`src/rtl/tape_reg_pkg.sv`:
```
package tape_reg_pkg;
  localparam int unsigned BYTE_W = 8;
  localparam int unsigned SEQ_W  = 3;

  // status bit positions
  localparam int unsigned ST_CASS  = 0;
  localparam int unsigned ST_STALL = 1;
  localparam int unsigned ST_OVC   = 2;
  localparam int unsigned ST_WEN   = 3;
  localparam int unsigned ST_HOLE  = 4;
  localparam int unsigned ST_GAP   = 5;
  localparam int unsigned ST_TACH  = 6;
  localparam int unsigned ST_RDY   = 7;

  // control bit positions used here
  localparam int unsigned CT_WSYNC = 6;
  localparam int unsigned CT_WGAP  = 7;

  typedef enum logic [SEQ_W-1:0] {
    SEQ_IDLE   = 3'd0,
    SEQ_START  = 3'd1,
    SEQ_STOP   = 3'd2,
    SEQ_MOVE   = 3'd3,
    SEQ_RDSYNC = 3'd4,
    SEQ_READ   = 3'd5,
    SEQ_WRITE  = 3'd6,
    SEQ_ERASE  = 3'd7
  } seq_e;

  typedef struct packed {
    logic rdy;
    logic tach;
    logic hole;
    logic cass;
  } flags_t;
endpackage

```
`src/rtl/tape_edge_det.sv`:
```
module tape_edge_det #(
  parameter int unsigned N = 2
) (
  input  logic         clk,
  input  logic         rst,
  input  logic [N-1:0] lvl,
  output logic [N-1:0] rise
);
  logic [N-1:0] prev_q;

  for (genvar i = 0; i < N; i++) begin : g_bit
    always_ff @(posedge clk) begin
      if (rst) prev_q[i] <= 1'b0;
      else     prev_q[i] <= lvl[i];
    end
    assign rise[i] = lvl[i] & ~prev_q[i];
  end
endmodule

```
`src/rtl/tape_status_flags.sv`:
```
module tape_status_flags
  import tape_reg_pkg::*;
(
  input  logic   clk,
  input  logic   rst,
  input  logic   rd_stat,
  input  logic   cart_out,
  input  logic   hole_rise,
  input  logic   tach_rise,
  input  logic   rdy_set,
  output flags_t flags
);
  flags_t f_q;

  always_ff @(posedge clk) begin
    if (rst) begin
      f_q <= '0;
    end else begin
      if (hole_rise)    f_q.hole <= 1'b1;
      else if (rd_stat) f_q.hole <= 1'b0;

      if (tach_rise)    f_q.tach <= 1'b1;
      else if (rd_stat) f_q.tach <= 1'b0;

      if (rdy_set)      f_q.rdy <= 1'b1;
      else if (rd_stat) f_q.rdy <= 1'b0;

      if (cart_out)     f_q.cass <= 1'b0;
      else if (rd_stat) f_q.cass <= 1'b1;
    end
  end

  assign flags = f_q;

  p_hole_sticky_r3: assert property (@(posedge clk) disable iff (rst)
    (f_q.hole && !rd_stat) |=> f_q.hole);
  p_tach_sticky_r3: assert property (@(posedge clk) disable iff (rst)
    (f_q.tach && !rd_stat) |=> f_q.tach);
  p_read_clears_r4: assert property (@(posedge clk) disable iff (rst)
    (rd_stat && !hole_rise) |=> !f_q.hole);
  p_cass_drop_r5: assert property (@(posedge clk) disable iff (rst)
    cart_out |=> !f_q.cass);
endmodule

```
`src/rtl/tape_status_compose.sv`:
```
module tape_status_compose
  import tape_reg_pkg::*;
(
  input  flags_t            flags,
  input  logic [SEQ_W-1:0]  seq_state,
  input  logic              wsync,
  input  logic              wgap,
  input  logic              cart_out,
  input  logic              wr_protect,
  input  logic              gap_reached,
  input  logic              stall,
  input  logic              overcur,
  output logic [BYTE_W-1:0] status
);
  seq_e st;
  logic is_idle, force_low;

  always_comb begin
    st        = seq_e'(seq_state);
    is_idle   = (st == SEQ_IDLE);
    force_low = (st == SEQ_STOP) || (st == SEQ_MOVE) || (st == SEQ_ERASE);

    status           = '0;
    status[ST_CASS]  = flags.cass;
    status[ST_STALL] = stall;
    status[ST_OVC]   = overcur;
    status[ST_WEN]   = (wsync | wgap) & (cart_out | ~wr_protect);
    status[ST_HOLE]  = flags.hole;
    status[ST_GAP]   = is_idle | gap_reached;
    status[ST_TACH]  = flags.tach;
    if (is_idle)        status[ST_RDY] = 1'b1;
    else if (force_low) status[ST_RDY] = 1'b0;
    else                status[ST_RDY] = flags.rdy;
  end
endmodule

```
`src/rtl/tape_reg_if.sv`:
```
module tape_reg_if
  import tape_reg_pkg::*;
(
  input  logic              clk,
  input  logic              rst,
  input  logic              bus_we,
  input  logic              bus_re,
  input  logic              bus_addr,
  input  logic [BYTE_W-1:0] bus_wdata,
  output logic [BYTE_W-1:0] bus_rdata,
  output logic [BYTE_W-1:0] ctrl_q,
  output logic [BYTE_W-1:0] data_q,
  input  logic [SEQ_W-1:0]  seq_state,
  input  logic              rdy_set,
  input  logic              dp_load,
  input  logic [BYTE_W-1:0] dp_byte,
  input  logic              cart_out,
  input  logic              wr_protect,
  input  logic              hole_pulse,
  input  logic              tach_pulse,
  input  logic              gap_reached,
  input  logic              stall,
  input  logic              overcur
);
  localparam int unsigned NPULSE = 2;

  logic              rd_stat, rd_data, wr_ctrl, wr_data;
  logic [NPULSE-1:0] rises;
  flags_t            flags;
  logic [BYTE_W-1:0] status;
  logic [BYTE_W-1:0] ctrl_r, data_r, rdata_r;

  assign rd_stat = bus_re & ~bus_addr;
  assign rd_data = bus_re &  bus_addr;
  assign wr_ctrl = bus_we & ~bus_addr;
  assign wr_data = bus_we &  bus_addr;

  tape_edge_det #(.N(NPULSE)) u_edge (
    .clk  (clk),
    .rst  (rst),
    .lvl  ({tach_pulse, hole_pulse}),
    .rise (rises)
  );

  tape_status_flags u_flags (
    .clk       (clk),
    .rst       (rst),
    .rd_stat   (rd_stat),
    .cart_out  (cart_out),
    .hole_rise (rises[0]),
    .tach_rise (rises[1]),
    .rdy_set   (rdy_set),
    .flags     (flags)
  );

  tape_status_compose u_comp (
    .flags       (flags),
    .seq_state   (seq_state),
    .wsync       (ctrl_r[CT_WSYNC]),
    .wgap        (ctrl_r[CT_WGAP]),
    .cart_out    (cart_out),
    .wr_protect  (wr_protect),
    .gap_reached (gap_reached),
    .stall       (stall),
    .overcur     (overcur),
    .status      (status)
  );

  always_ff @(posedge clk) begin
    if (rst) begin
      ctrl_r  <= '0;
      data_r  <= '0;
      rdata_r <= '0;
    end else begin
      if (wr_ctrl) ctrl_r <= bus_wdata;
      if (wr_data)      data_r <= bus_wdata;
      else if (dp_load) data_r <= dp_byte;
      if (rd_stat)      rdata_r <= status;
      else if (rd_data) rdata_r <= data_r;
    end
  end

  assign ctrl_q    = ctrl_r;
  assign data_q    = data_r;
  assign bus_rdata = rdata_r;

  p_ctrl_load_r2: assert property (@(posedge clk) disable iff (rst)
    wr_ctrl |=> (ctrl_q == $past(bus_wdata)));
  p_idle_ready_r6: assert property (@(posedge clk) disable iff (rst)
    (rd_stat && seq_state == SEQ_IDLE) |=> bus_rdata[ST_RDY]);
  p_wen_off_r7: assert property (@(posedge clk) disable iff (rst)
    (rd_stat && !ctrl_q[CT_WSYNC] && !ctrl_q[CT_WGAP]) |=> !bus_rdata[ST_WEN]);
  p_gap_idle_r8: assert property (@(posedge clk) disable iff (rst)
    (rd_stat && (seq_state == SEQ_IDLE || gap_reached)) |=> bus_rdata[ST_GAP]);
endmodule

```
`config.mk`:
```
export PLATFORM = sky130hd
export DESIGN_NAME = tape_reg_if
export DESIGN_NICKNAME = d
export VERILOG_FILES = /design/src/rtl/tape_reg_pkg.sv /design/src/rtl/tape_edge_det.sv /design/src/rtl/tape_status_flags.sv /design/src/rtl/tape_status_compose.sv /design/src/rtl/tape_reg_if.sv
export SDC_FILE = /design/constraint.sdc
export NUM_CORES = 1
export LEC_CHECK = 0
export BUFFER_PORTS_ARGS = -buffer_cell sky130_fd_sc_hd__buf_2
export CORE_UTILIZATION = 45
export DETAILED_ROUTE_END_ITERATION = 8
export PLACE_DENSITY = 0.85
export SLEW_MARGIN = 20
export SYNTH_ARGS = -nofsm -noshare
export SYNTH_HDL_FRONTEND = slang
export SYNTH_SLANG_ARGS = --single-unit
export TNS_END_PERCENT = 100
```
`constraint.sdc`:
```
create_clock -name clk -period 1.2 [get_ports clk]
set_input_delay 0.18 -clock clk [delete_from_list [all_inputs] [get_ports clk]]
set_output_delay 0.18 -clock clk [all_outputs]
set_load 0.02 [all_outputs]
```
==> run metrics, run 1 <==
vias in the first global route=around 980; switching power=roughly 0.00058 W; Worst path max stage delay=approximately 400 ps; initial antenna violation count=0; CTS Buffer Depth=2; clk_skew=around 5.8 ps; WP data arrival=around 900 ps; setup total negative slack=0 ps; share of layout cells above drive strength 1=approximately 36%; RePlAce Congestion=~0.75; internal power=approximately 0.0017 W; Die Y=between 50 and 60 um; gr usage total=21.7%; slew margin rel.=between 60% and 70%; Synth Area in Simple Gates=around 15%; Via Count=1115; WP data required=1020 ps; clk slew on worst S/H paths=roughly 90 ps; Crit. End Element=primary output; Setup Fix Bufs, Post-CTS=0; Design Area, Final=between 1500 and 2000 um2; CTS tree=built; Core Area=between 2000 and 3000 um2; combinational share of power=16.4%; Seq pwr share=between 40% and 50%; outcome=complete, no violations; Crit Path Category=flop to primary output; syn_nets=161; Hold Buf Count CTS=0; sequential share of the synthesized area=approximately half; ys async rst share=0%; n_diodes=0; synth-to-layout area growth=27.9%; compound-cell area share of the yosys netlist=roughly 13%; XOR/XNOR Fraction of Synth Area=0%; stages on the worst setup path=1; post-DR wirelength/cell=about 13 um; router iterations before antenna repair=4; Post-Synth Adder-Cell Area=0%; DRC errors left=0; Synth Warn #=0; CTS root buf=clkbuf_4; Total Nets Final=approximately 220; hold crit path type=input port to flop; final hold vios=0; Cells on Worst Hold Path=2; Synth Instances=around 130; Post-Route WL=~2.8 mm; Avg Cell Area, Syn=between 9 and 10 um2; number of H-tree levels=2; Final period util=90.4%; Sw Ratio=around 26%; ANT nets after route=0; DP HPWL=between 2 and 2.5 mm; TritonCTS buffer count=5; first-pass GRT wire length=between 4 and 5 mm; Boundary Pins=57; leakage power=between 0.7 and 0.8 nW; worst-path cell chain=buf_2; Max Cap Viol=0; Vias/cell=between 5 and 6; Buffers on Ports=56; pin slew with the least headroom to its limit=551 ps; worst r2r path cells=3; largest family of logic cells by synthesized area=multiplexers; Main synth FF type=dfxtp_1; first-iteration detailed-routing DRC count=14; CP max FO=3; Cell Area, Placed=between 1500 and 2000 um2; row count=18; worst path bufs/invs=1; post_cts resized=0; mapped cell area=about 1200 um2; startpoint types=flop; total gr overflow=0; cell area power density=roughly 1400 nW/um2; largest net degree at the start of global routing=31; post-route minimum period=roughly 1100 ps; Die ar.=2990 um2; cell family with most CP delay=flip-flops; Finish-stage setup viols=0; clock share of power=34.4%; unrepaired setup endpoints after global routing=no; Synth Register Bits=30; Die W=about 55 um; Max Fclk=922 MHz; CTS Sinks=30; Cell variety after synth=21; number of synthesized flops with an enable pin=0; slowest CP cell=dfxtp_1; clock latency on the worst-skew pair=about 320 ps; VDD IR-drop max=952 uV; Initial Utilization=approximately half; mux cell area share after synthesis=about 18%; pins over their slew limit=0
power by group through the flow:
stage	clock, W	combinational [W]	sequential, W
after floorplan	0	0.000178	0.00118
after global placement	0	0.000359	0.00112
after detailed placement	0	0.000369	0.00113
after CTS	0.000785	0.000370	0.00110
after global routing	0.000840	0.000403	0.00111
final	0.000771	0.000367	0.00110
metal layers:
layer	wire length [um]	track usage, %	part of all wire (%)
met1	1270	27.4	46
met2	1280	33.1	46
met3	204	8.33	7.3
met4	29	7.69	1.0
met5	0	0	0
through the flow:
step / total power [W] / worst slack, ps / hold slack [ps] / instances / utilization [%]
2_1_floorplan: 0.00136 / 306 / 253 / 128 / -
3_3_place_gp: 0.00148 / 128 / 371 / 206 / 59.7
3_5_place_dp: 0.00149 / 3.75 / 375 / 206 / 59.7
4_1_cts: 0.00226 / 99.3 / 25.8 / 214 / 62.7
5_1_grt: 0.00236 / 47.8 / 35.2 / 214 / 62.7
6_report: 0.00224 / 116 / 38.6 / 214 / 62.7
sequential cells by signal, indices dropped and copies added, names as in the netlist:
signal	flops
bus_rdata	8
ctrl_q	8
data_q	8
u_edge.prev_q	2
u_flags.flags	4
Yosys cell counts, drive strengths merged, types with 2 or more instances:
cell type	n	area, um2
a21oi	3	15.0
a211oi	14	105
clkbuf	3	11.3
nor3	4	25.0
nand2	2	7.51
inv	2	7.51
nor2b	5	31.3
nand2b	2	12.5
mux2i	22	220
nor2	27	101
dfxtp	30	601
buf	8	56.3
area by class of cell:
| type | count | area, um2 |
|---|---|---|
| Fill cell | 240 | 950 |
| Clock inverter | 1 | 30.0 |
| Clock buffer | 7 | 45.0 |
| Multi-Input combinational cell | 85 | 572 |
| Timing Repair Buffer | 59 | 303 |
| Inverter | 2 | 7.51 |
| Tap cell | 30 | 37.5 |
| Sequential cell | 30 | 601 |
cell usage in the layout, fill, tap and decap left out, drive strengths merged:
cell    count
buf        59
dfxtp      30
nor2       27
mux2i      22
a211oi     14
clkbuf      7
nor2b       5
nor3        4
a21oi       3
nand2       2
nand2b      2
inv         2
and2b       1
nand3b      1
o21ai       1
o311a       1
a211o       1
a311oi      1
bufinv      1
final timing paths:
check | slack (ps) | endpoint | start
worst max-delay path | 120 | data_q[1] | data_q[1]
worst min register to register | 460 | u_flags.flags[0] | u_flags.flags[0]
worst min-delay path | 40 | u_flags.flags[0] | cart_out
worst max register to register | 240 | bus_rdata[3] | ctrl_q[6]
kinds of logic (layout without fill, tap and decap cells):
| group | after synthesis | count (layout) |
|---|---|---|
| compound gates | 21 | 21 |
| buf+inv | 13 | 69 |
| flops | 30 | 30 |
| mux | 22 | 22 |
| simple gates | 42 | 42 |
Power figures use the tool's default switching activity.
==> inputs of run 2 (changes only) <==
--- a/config.mk
+++ b/config.mk
@@ -9,6 +9,7 @@
 export CORE_UTILIZATION = 45
 export DETAILED_ROUTE_END_ITERATION = 8
 export PLACE_DENSITY = 0.85
+export SETUP_SLACK_MARGIN = 0.5
 export SLEW_MARGIN = 20
 export SYNTH_ARGS = -nofsm -noshare
 export SYNTH_HDL_FRONTEND = slang
==> run 2 against run 1 <==
Clock power down 22%. Clock skew barely moved. Sequential share of layout area is 4.7 points lower. Combinational power increased by 47%. Critical path type unchanged. Critical endpoint is now ctrl_q[6].
==> run metrics, run 2 (same netlist as run 1, synthesis figures left out) <==
post-route minimum period=1000 ps (-83.7 ps); Finish-stage setup viols=0 (unchanged); first-iteration detailed-routing DRC count=11 (-3); worst hold slack=44.6 ps (+5.96 ps); switching power=0.000632 W (+9.1%); CTS root buf=clkbuf_4; CP max FO=3 (unchanged); startpoint types=flop; Tot Pwr=0.00226 W (+0.85%); final hold vios=0 (unchanged); Crit Path Category=flop to primary output; end of the worst register-to-register path=bus_rdata[3]; DR top layer=met4; initial antenna violation count=0 (unchanged); total gr overflow=0 (unchanged); CTS tree=built; slowest CP cell=dfxtp_2; clock latency on the worst-skew pair=320 ps (about the same); DP HPWL=2.06 mm (-3.8%); leakage power=0.895 nW (+15%); Max Cap Viol=0 (unchanged); CTS Buffer Depth=2 (unchanged); Die ar.=2990 um2 (unchanged); Worst setup endpoint=ctrl_q[6]; Die W=54.7 um (unchanged); Sw Ratio=28.0% (+2.1 points); post-DR wirelength/cell=14.8 um (+14%); outcome=complete, no violations; met2 WL=1.72 mm (+34%); clk slew on worst S/H paths=90 ps (about the same); Max Fclk=999 MHz (+8.4%); setup total negative slack=0 ps (unchanged); first-pass GRT wire length=4.63 mm (+4.5%); Initial Utilization=49.0% (unchanged); commonest non-fill, non-tap cell in the layout=buf_6; router iterations before antenna repair=4 (unchanged); Sequential cell area=652 um2 (+8.5%); pins over their slew limit=0 (unchanged); Post-Route WL=3.33 mm (+20%); Final period util=83.4% (-7.0 points); combinational share of power=23.9% (+7.5 points); hold crit path type=input port to flop; internal power=0.00163 W (-2.0%); ANT nets after route=0 (unchanged); WP data required=1020 ps (about the same); area occupied by multi-input gates=637 um2 (+11%); gr usage total=22.4% (+0.67 points); Seq pwr share=49.5% (+0.3 points); CTS Sinks=30 (unchanged); VDD IR-drop max=915 uV (-3.9%); number of H-tree levels=2 (unchanged); # fillers=180 (-25%); worst r2r path cells=3 (unchanged); Buffers on Ports=56 (unchanged); unrepaired setup endpoints after global routing=yes; Worst path max stage delay=370 ps (-20 ps); pin slew with the least headroom to its limit=580 ps (+28.7 ps); DRC errors left=0 (unchanged); clk_skew=6.13 ps (+0.304 ps); met3 wire length=195 um (-4.4%); cell area power density=1140 nW/um2 (-19%); Total Nets Final=227 (+5.1%); synth-to-layout area growth=58.7%; WP data arrival=820 ps (-80 ps); flop2flop setup slack=260 ps (+20 ps); n_diodes=0 (unchanged); RePlAce Congestion=0.696 (-7.0%); Core Area=2540 um2 (unchanged); stages on the worst setup path=1 (unchanged); R2R Path Start=ctrl_q[6]; clock share of power=26.6% (-7.8 points); largest net degree at the start of global routing=31 (unchanged); Via Count=1170 (+4.9%); most frequent cells in the layout=buf_6, buf_2, nor2_1; met1 wire length=1.38 mm (+8.4%); cell family with most CP delay=flip-flops; share of layout cells above drive strength 1=59.0% (+23 points); worst-path cell chain=buf_6; Crit. End Element=primary output; Boundary Pins=57 (unchanged); slew margin rel.=61.3% (-1.9 points); Vias/cell=5.20 (-0.20%); worst setup path start=ctrl_q[6]; TritonCTS buffer count=5 (unchanged); worst path bufs/invs=1 (unchanged); row count=18 (unchanged); Die Y=54.7 um (unchanged); vias in the first global route=1052 (+7.0%)
==> run 2: cell types whose count changed in the layout (fill, tap and decap cells not counted), sizes merged <==
cell / previous run / this run
clkinv: 0 / 2
bufinv: 1 / 0
buf: 59 / 69
==> run 2: timing repair <==
action | in CTS | in global routing
hold buffers | 0 | 0
resized for setup | 64 | 16
setup buffers | 10 | 2
endpoints found under the setup margin | 43 | 48
pin swaps | 7 | 9
==> run 2: how the worst min path moves through the flow <==
stage,start,end,slack (ps),cells after the start
detailed placement,cart_out,u_flags.flags[0],360,2
CTS,cart_out,u_flags.flags[0],10,2
finish,cart_out,u_flags.flags[0],40,2
floorplan,cart_out,u_flags.flags[0],250,1
global placement,cart_out,u_flags.flags[0],360,2
global route,cart_out,u_flags.flags[0],30,2
==> run 2: power groups by stage <==
| stage | Combinational [W] | Sequential (W) | Clock (W) |
|---|---|---|---|
| 2_1_floorplan | 0.000191 | 0.00118 | 0 |
| 3_3_place_gp | 0.000367 | 0.00112 | 0 |
| 3_5_place_dp | 0.000378 | 0.00112 | 0 |
| 4_1_cts | 0.000496 | 0.00111 | 0.000621 |
| 5_1_grt | 0.000575 | 0.00112 | 0.000662 |
| 6_report | 0.000540 | 0.00112 | 0.000601 |
==> run 2: per-layer routing <==
| layer | global-route usage [%] | vias to the layer above |
|---|---|---|
| li1 | - | 578 |
| met1 | 26.6 | 540 |
| met2 | 37.8 | 47 |
| met3 | 6.67 | 5 |
| met4 | 7.69 | 0 |
| met5 | 0 | - |
==> run 2: layout make-up <==
class / count / area share [%]
clock inverter: 2 / 0.379
timing repair buffer: 70 / 29.6
inverter: 2 / 0.379
sequential: 30 / 32.9
multi-input combinational: 85 / 32.2
tap: 30 / 1.90
clock buffer: 6 / 2.59
==> run 2: per-stage QoR <==
step / util (%) / setup slack [ps] / instance area, um2 / std cells
floorplan: - / 355 / 1330 / 128
global placement: 62.0 / 158 / 1580 / 205
detailed placement: 62.0 / 115 / 1580 / 205
CTS: 74.8 / 198 / 1900 / 223
global route: 77.8 / 171 / 1980 / 225
finish: 77.8 / 199 / 1980 / 225
==> inputs of run 3 (changes only) <==
==> constraint.sdc (replaced) <==
create_clock -name clk -period 1 [get_ports clk]
set_input_delay 0.15 -clock clk [delete_from_list [all_inputs] [get_ports clk]]
set_output_delay 0.15 -clock clk [all_outputs]
set_load 0.02 [all_outputs]
==> run 3 against run 2 <==
The run now ends with hold timing left. Non-clock buffer count decreased by 2. Via count is 1.0% lower. Clock power is 15% higher. Sequential share of layout area is 1.1 points higher. Final cell count decreased by 0.89%. Critical path depth unchanged. Die area stayed put. Largest cell class unchanged.
==> run metrics, run 3 (same netlist as run 1, synthesis figures left out) <==
outcome=finished, violations left; failing checks=hold timing; slowest CP cell=dfxtp_2; hold path endpoint=u_flags.flags[0]; Worst path max stage delay=370 ps (about the same); hold crit path type=input port to flop; cell area power density=1320 nW/um2 (+15%); Buffers on Ports=56 (unchanged); Die W=54.7 um (unchanged); post-route minimum period=980 ps; Via Count=1158 (-1.0%); worst r2r path cells=4 (+1); startpoint types=flop; most frequent cells in the layout=buf_6, buf_2, nor2_1; post-DR wirelength/cell=14.5 um (-1.7%); CTS tree=built; Sw Ratio=29.7% (+1.7 points); first-iteration detailed-routing DRC count=15 (+4); end of the worst register-to-register path=data_q[6]; DP Cell Count=206 (+0.49%); cell family with most CP delay=flip-flops; WP data arrival=830 ps (about the same); hold path start=cart_out; CP max FO=2 (-1); n_diodes=0 (unchanged); GR peak layer=met2; DP HPWL=2.01 mm (-2.6%); Total Nets Final=225 (-0.88%); router iterations before antenna repair=4 (unchanged); synth-to-layout area growth=62.0%; vias in the first global route=1066 (+1.3%); Die ar.=2990 um2 (unchanged); GR met3 Demand/Resource=6.11% (-0.56 points); CTS root buf=clkbuf_4; Cells on Worst Hold Path=2 (unchanged); clock share of power=25.9% (-0.7 points); Final period util=98.0%; met2 Usage GRT=39.8% (+2.0 points); pins over their slew limit=0 (unchanged); Max Cap Viol=0 (unchanged); Max Fclk=1020 MHz; clk_skew=14.9 ps (+8.78 ps); first-pass GRT wire length=4.88 mm (+5.4%); RePlAce Congestion=0.696 (about the same); worst path bufs/invs=1 (unchanged); slew margin rel.=77.3% (+16 points); internal power=0.00187 W (+15%); final hold vios=1 (+1); total gr overflow=0 (unchanged); largest net degree at the start of global routing=31 (unchanged); Boundary Pins=57 (unchanged); R2R Path Start=data_q[6]; Finish-stage setup viols=0 (unchanged); CTS Sinks=30 (unchanged); leakage power=0.890 nW (-0.47%); Crit. End Element=primary output; Core Area=2540 um2 (unchanged); VDD IR-drop max=1110 uV (+21%); combinational share of power=24.3% (+0.4 points); clock latency on the worst-skew pair=330 ps (about the same); TritonCTS buffer count=5 (unchanged); flop2flop setup slack=60 ps (-200 ps); # fillers=163 (-9.4%); Final Non-Filler Cells=223 (-0.89%); grt met1 use=29.1% (+2.5 points); initial antenna violation count=0 (unchanged); Post-Route WL=3.24 mm (-2.6%); clk slew on worst S/H paths=110 ps (+20 ps); Crit Path Category=flop to primary output; Seq pwr share=49.8% (+0.3 points); Die Y=54.7 um (unchanged); Tot Pwr=0.00266 W (+18%); ANT nets after route=0 (unchanged); gr usage total=23.5% (+1.1 points); Vias/cell=5.19 (-0.14%); pin slew with the least headroom to its limit=341 ps (-239 ps); worst-path cell chain=buf_6; DRC errors left=0 (unchanged); Initial Utilization=49.0% (unchanged); switching power=0.000790 W (+25%); worst hold slack=-5.55 ps (-50.1 ps); row count=18 (unchanged); number of H-tree levels=2 (unchanged); share of layout cells above drive strength 1=61.7% (+2.7 points); commonest non-fill, non-tap cell in the layout=buf_6; CTS Buffer Depth=2 (unchanged); unrepaired setup endpoints after global routing=yes; WP data required=850 ps (-170 ps)
==> run 3: changes by cell type in the layout (fill, tap and decap cells not counted), sizes merged <==
cell / change
buf: -1
clkbuf: -2
clkinvlp: +1
==> run 3: per-layer routing <==
layer  up-vias  wire length (um)
li1        572                 -
met3         8               178
met1       533              1440
met2        45              1570
met5         -                 0
met4         0                55
==> run 3: power groups by stage <==
| stage | registers, W | logic, W | clock network (W) |
|---|---|---|---|
| 5_1_grt | 0.00134 | 0.000693 | 0.000772 |
| 3_3_place_gp | 0.00133 | 0.000462 | 0 |
| 2_1_floorplan | 0.00140 | 0.000238 | 0 |
| 4_1_cts | 0.00132 | 0.000604 | 0.000685 |
| 6_report | 0.00132 | 0.000648 | 0.000690 |
| 3_5_place_dp | 0.00133 | 0.000473 | 0 |
==> run 3: worst max-delay path by stage <==
stage | from | end | slack [ps] | cells past startpoint
finish | bus_rdata[3] | bus_rdata[3] | 20 | 1
global route | bus_rdata[3] | bus_rdata[3] | -20 | 1
CTS | data_q[0] | data_q[0] | 30 | 1
detailed placement | bus_addr | ctrl_q[7] | -50 | 5
global placement | bus_addr | bus_rdata[7] | 30 | 4
floorplan | ctrl_q[6] | bus_rdata[3] | 170 | 3
==> run 3: metrics by stage <==
stage | setup TNS [ps] | hold slack [ps] | area (um2) | worst slack [ps] | util [%]
after global routing | -94.0 | -22.3 | 2020 | -19.5 | 79.4
after floorplan | 0 | 223 | 1390 | 174 | -
after CTS | 0 | -6.06 | 1960 | 35.0 | 77.0
after global placement | 0 | 339 | 1660 | 33.7 | 65.3
after detailed placement | -102 | 337 | 1660 | -53.0 | 65.3
final | 0 | -5.55 | 2020 | 20.3 | 79.4
==> run 3: cell type report <==
cell class | count | area [um2] | share of cell area [%]
clock buffer | 5 | 37.5 | 1.86
clock inverter | 3 | 16.3 | 0.805
inverter | 2 | 7.51 | 0.372
multi-input combinational | 85 | 643 | 31.8
sequential | 30 | 688 | 34.1
tap | 30 | 37.5 | 1.86
timing repair buffer | 68 | 591 | 29.2
==> run 3: what timing repair did <==
item,in CTS,in global routing
pin swaps,6,6
setup buffers,8,1
setup endpoints to repair,52,52
endpoints found under the hold margin,1,1
gates resized for setup,59,15
